File: src/rtl/lnk_pkg.sv
// Package: shared state encoding for the link integrity monitor.
// Assumes: one-hot decoding is not needed; states are compared directly.
package lnk_pkg;
    typedef enum logic [1:0] {
        ST_IDLE  = 2'd0,
        ST_READY = 2'd1,
        ST_UP    = 2'd2
    } lnk_state_e;
endpackage

File: src/rtl/lnk_settle_timer.sv
// Persistence timer: counts consecutive armed cycles and pulses 'done' on
// the cycle in which the SETTLE_CYC-th consecutive armed sample occurs.
// Assumes: SETTLE_CYC >= 2; clearing happens whenever 'arm' is low.
module lnk_settle_timer #(
    parameter int SETTLE_CYC = 50000
) (
    input  logic clk,
    input  logic rst_n,
    input  logic arm,
    output logic done
);
    localparam int CW = $clog2(SETTLE_CYC + 1);
    localparam logic [CW-1:0] LAST = CW'(SETTLE_CYC - 1);

    logic [CW-1:0] cnt_q;

    // Terminal condition: this armed sample completes the run.
    always_comb begin
        done = arm && (cnt_q == LAST);
    end

    // Counter: advance while armed, restart on completion or disarm.
    always_ff @(posedge clk) begin
        if (!rst_n) begin
            cnt_q <= '0;
        end else if (!arm || done) begin
            cnt_q <= '0;
        end else begin
            cnt_q <= cnt_q + 1'b1;
        end
    end
endmodule

File: src/rtl/lnk_state_ctrl.sv
// State controller: idle -> ready -> up, with drops to idle on loss of
// signal (any state) or descrambler lock (up state only).
// Assumes: settle_done is only asserted while in idle with signal present.
module lnk_state_ctrl
    import lnk_pkg::*;
(
    input  logic       clk,
    input  logic       rst_n,
    input  logic       sig_det,
    input  logic       dscr_lock,
    input  logic       an_enable,
    input  logic       an_go,
    input  logic       settle_done,
    output lnk_state_e state
);
    lnk_state_e nxt;

    // Next-state decision for the three link states.
    always_comb begin
        nxt = state;
        if (!sig_det) begin
            nxt = ST_IDLE;
        end else begin
            unique case (state)
                ST_IDLE:  if (settle_done) nxt = ST_READY;
                ST_READY: if (!an_enable || an_go) nxt = ST_UP;
                ST_UP:    if (!dscr_lock) nxt = ST_IDLE;
                default:  nxt = ST_IDLE;
            endcase
        end
    end

    // State register.
    always_ff @(posedge clk) begin
        if (!rst_n) begin
            state <= ST_IDLE;
        end else begin
            state <= nxt;
        end
    end
endmodule

File: src/rtl/lnk_status_sel.sv
// Status selector: picks the reportable link bit by active speed.
// Assumes: speed_100 is already stable from the speed resolution logic.
module lnk_status_sel (
    input  logic speed_100,
    input  logic up100,
    input  logic link10_ok,
    output logic status
);
    // Speed-dependent choice of link status source.
    always_comb begin
        status = speed_100 ? up100 : link10_ok;
    end
endmodule

File: src/rtl/lnk_monitor_top.sv
// Link integrity monitor top: ties the persistence timer, state controller
// and status selector together and decodes the state onto the outputs.
// Assumes: all inputs are synchronous to clk.
module lnk_monitor_top
    import lnk_pkg::*;
#(
    parameter int SETTLE_CYC = 50000
) (
    input  logic clk,
    input  logic rst_n,
    input  logic sig_det,
    input  logic dscr_lock,
    input  logic an_enable,
    input  logic an_go,
    input  logic speed_100,
    input  logic link10_ok,
    output logic link_ready,
    output logic link_up,
    output logic dpath_en,
    output logic link_status
);
    lnk_state_e state;
    logic       timer_arm;
    logic       settle_done;

    // Arm the timer only while idle and signal is present.
    always_comb begin
        timer_arm = (state == ST_IDLE) && sig_det;
    end

    lnk_settle_timer #(.SETTLE_CYC(SETTLE_CYC)) u_timer (
        .clk   (clk),
        .rst_n (rst_n),
        .arm   (timer_arm),
        .done  (settle_done)
    );

    lnk_state_ctrl u_ctrl (
        .clk         (clk),
        .rst_n       (rst_n),
        .sig_det     (sig_det),
        .dscr_lock   (dscr_lock),
        .an_enable   (an_enable),
        .an_go       (an_go),
        .settle_done (settle_done),
        .state       (state)
    );

    // State decode onto the link outputs.
    always_comb begin
        link_ready = (state == ST_READY);
        link_up    = (state == ST_UP);
        dpath_en   = (state == ST_UP);
    end

    lnk_status_sel u_sel (
        .speed_100 (speed_100),
        .up100     (link_up),
        .link10_ok (link10_ok),
        .status    (link_status)
    );
endmodule

File: config.mk
export PLATFORM = sky130hd
export DESIGN_NAME = lnk_monitor_top
export DESIGN_NICKNAME = d
export VERILOG_FILES = /design/src/rtl/lnk_pkg.sv /design/src/rtl/lnk_settle_timer.sv /design/src/rtl/lnk_state_ctrl.sv /design/src/rtl/lnk_status_sel.sv /design/src/rtl/lnk_monitor_top.sv
export SDC_FILE = /design/constraint.sdc
export NUM_CORES = 1
export LEC_CHECK = 0
export CAP_MARGIN = 40
export CORE_MARGIN = 2
export CORE_UTILIZATION = 51
export DETAILED_ROUTE_END_ITERATION = 12
export PLACE_DENSITY_LB_ADDON = 0.12
export SYNTH_ARGS = -nofsm -noshare
export SYNTH_HDL_FRONTEND = slang
export SYNTH_HIERARCHICAL = 1
export SYNTH_SLANG_ARGS = --single-unit
File: constraint.sdc
create_clock -name clk -period 2.2 [get_ports clk]
set_clock_uncertainty 0.05 [all_clocks]
set_input_delay 0.44 -clock clk [delete_from_list [all_inputs] [get_ports clk]]
set_output_delay 0.44 -clock clk [all_outputs]
set_load 0.02 [all_outputs]
==> impl_metrics.csv <==
group,metric,value,unit
timing,worst_pin_slew,0.354,ns
floorplan,die_width,44.9,um
global_routing,overflow,0,
synthesis,synthTopCellsByArea,"dfxtp_1 42%, xnor2_1 12%, nor2_1 8.4%",
status,outcome,"finished, final reports clean",
synthesis,avgSynthCellArea,8.97,um2
floorplan,die_h,44.9,um
placed_design,port_buffers,11,
worst_hold_path,hp-class,"reg2reg",
pwr,vdd_drop_max,0.360,mV
timing,fin_tns_setup,0,ns
layout,nNetsFinal,118,
layout,postLayoutCellArea,987,um2
clock_tree,htree_levels,1,
pwr,pwr-share-comb,5.6,%
clock_tree,clk_pin_slew,0.09,ns
clock_tree,post-cts-setup-buffers,0,
global_routing,grt_pass1_vias,630,
route,antenna_left,0,
clock_tree,clock-sinks,18,
layout,fillers,143,
setup_path,cp-start-kind,"register",
worst_hold_path,hold_end,"u_timer/cnt_q[0]",
clock_tree,cts_buffer_depth,2,
clock_tree,clk_latency,0.28,ns
synthesis,synthCells,95,
floorplan,dieArea,2010,um2
floorplan,io_pins,12,
pwr,p_per_area,520,nW/um2
timing,finalSetupViolCount,0,
floorplan,row_count,14,
synthesis,ys_types,27,
synthesis,synth_seq_area_share,42.3,%
timing,rsz0062_at_grt,"no",
clock_tree,cts-root-buf,"clkbuf_4",
pwr,total_power,0.514,mW
clock_tree,tritoncts,"built",
pwr,p_switching,0.106,mW
setup_path,crit_arrival,1.56,ns
global_routing,grt_max_degree,17,
synthesis,synth_flop_cell,"dfxtp_1",
synthesis,ys_top_cells_by_count,"19 x nor2_1, 18 x dfxtp_1, 12 x xnor2_1",
setup_path,worstPathMaxFanout,6,
synthesis,syn-num-nets,104,
route,dr.pass1.iters,4,
synthesis,syn-cell-area,852,um2
synthesis,synth.most_common_cell,"nor2_1",
clock_tree,numCtsBuffers,3,
synthesis,yosys.area.top_type_share,42.3,%
job,maxCapViolCount,0,
timing,post-route-period-util,93.2,%
placed_design,placedCellCount,120,
worst_hold_path,holdPathStages,1,
pwr,clockPowerShare,30.4,%
pwr,intPower,0.408,mW
floorplan,initial_core_util,55.3,%
pwr,pwr-share-seq,64.0,%
timing,max_freq,488,MHz
pwr,switching_share,20.6,%
synthesis,yosysTopAreaCell,"dfxtp_1",
layout,layout-drive-gt1-share,7.48,%
layout,multiInputGateArea,458,um2
global_routing,antenna_found_initial,0,
layout,regArea,360,um2
setup_path,r2r_start,"u_timer/cnt_q[11]",
pwr,total_leakage_power,0.327,nW
route,drc,0,
setup_path,r2r-end,"u_timer/cnt_q[5]",
placed_design,dp.final_hpwl,1110,um
global_routing,grt_pass1_wl,2570,um
setup_path,crit_type,"reg2out",
layout,antenna-diode-count,0,
route,wl_per_cell,12.4,um
placed_design,placed_cell_area,963,um2
floorplan,coreArea,1540,um2
timing,report.final.slew_viol_count,0,
timing,min_period,2.05,ns
layout,area_growth,15.9,%
synthesis,yosysWarnings,6,
layout,final_cells,123,
setup_path,critPathCaptureType,"primary output",
route,wl,1530,um
route,viasPerCell,5.56,
setup_path,r2r_slack,0.40,ns
worst_hold_path,min_from,"u_timer/cnt_q[0]",
route,dr.first_iter.drc_count,12,
synthesis,ys_ff_latch,18,
placed_design,gp_congestion,0.784,
global_routing,grt.total_usage,17.2,%
synthesis,async_flop_share,0,%
synthesis,synth-edff-count,0,
setup_path,required,1.71,ns
timing,hold_viol,0,
setup_path,worstRegToRegCells,4,
timing,slew_headroom,76.3,%
route,vias,684,
==> layout by cell type, fill, tap and decap left out <==
cell type and instances:
nor2_1 19, dfxtp_1 18, xnor2_1 12, clkdlybuf4s50_1 9, nand2_1 5, nand3_1 5, nor4_1 5, nor3_1 4
inv_1 4, clkbuf_4 3, nand4_1 3, nor2b_1 2, xor2_1 2, nor3b_2 1, dlygate4sd2_1 1, dlymetal6s2s_1 1
nor2b_2 1, nand2b_1 1, o22a_1 1, mux2i_1 1, mux2_4 1, or4bb_1 1, or4_1 1, nand4b_1 1
nor4_2 1, and2_1 1, nand3b_2 1, and3_1 1, ha_1 1
==> worst max-delay path, cell delays in order (launching register included) <==
cell	delay [ns]
dfxtp_1	0.42
nor2b_1	0.23
clkdlybuf4s50_1	0.64
==> per-stage QoR <==
step | util [%] | hold slack, ns | setup WS (ns)
detailed placement | 62.5 | 0.404 | -0.0308
CTS | 63.9 | 0.426 | 0.0885
floorplan | - | 0.380 | 0.564
global placement | 62.5 | 0.392 | -0.0292
finish | 64.0 | 0.419 | 0.150
global route | 64.0 | 0.457 | 0.00205
==> registers in the layout (all words and copies together) (netlist names) <==
register	cells
u_ctrl/state	2
u_timer/cnt_q	16
==> kinds of logic after synthesis <==
kind of cell / count (synthesis) / synth area share [%]
multiplexers: 2 / 2.94
AND/OR/NAND/NOR: 53 / 33.9
XOR/XNOR: 14 / 14.4
buffers and inverters: 6 / 3.96
flip-flops: 18 / 42.3
AO/OA/AOI/OAI: 1 / 1.03
adder cells (fa/ha/maj): 1 / 1.47
==> repair_timing <==
action / CTS / global route
hold endpoints to repair: 0 / 0
gates resized for setup: 1 / 1
gates cloned: 0 / 0
setup endpoints to repair: 1 / 2
hold buffers: 0 / 0
==> area by class of cell <==
| type | count | share of cell area [%] |
|---|---|---|
| Sequential cell | 18 | 36.5 |
| Inverter | 4 | 1.52 |
| Multi-Input combinational cell | 71 | 46.4 |
| Timing Repair Buffer | 11 | 11.3 |
| Clock buffer | 3 | 2.28 |
| Tap cell | 16 | 2.03 |
==> per-layer routing <==
layer  vias to the layer above  GRT usage [%]  part of all wire (%)
met5                         -              0                     0
met3                         0           3.60                   5.2
li1                        348              -                     -
met2                        12           29.3                    48
met1                       324           21.8                    47
met4                         0           5.29                     0
==> power by group through the flow <==
stage	sequential (mW)	combinational, mW	clock [mW]
6_report	0.329	0.0285	0.156
5_1_grt	0.330	0.0314	0.181
4_1_cts	0.329	0.0290	0.162
3_5_place_dp	0.337	0.0294	0
3_3_place_gp	0.336	0.0291	0
2_1_floorplan	0.336	0.0141	0
==> worst max-delay path by stage <==
stage,from,end,slack [ns],depth (start not counted)
global route,u_ctrl/state[1],dpath_en,0.002,2
CTS,u_ctrl/state[1],link_up,0.09,2
finish,u_ctrl/state[1],dpath_en,0.15,2
global placement,speed_100,link_status,-0.03,3
detailed placement,speed_100,link_status,-0.03,3
floorplan,u_timer/cnt_q[4],u_timer/cnt_q[10],0.56,5
No activity file was read; power rests on OpenSTA's default activity.
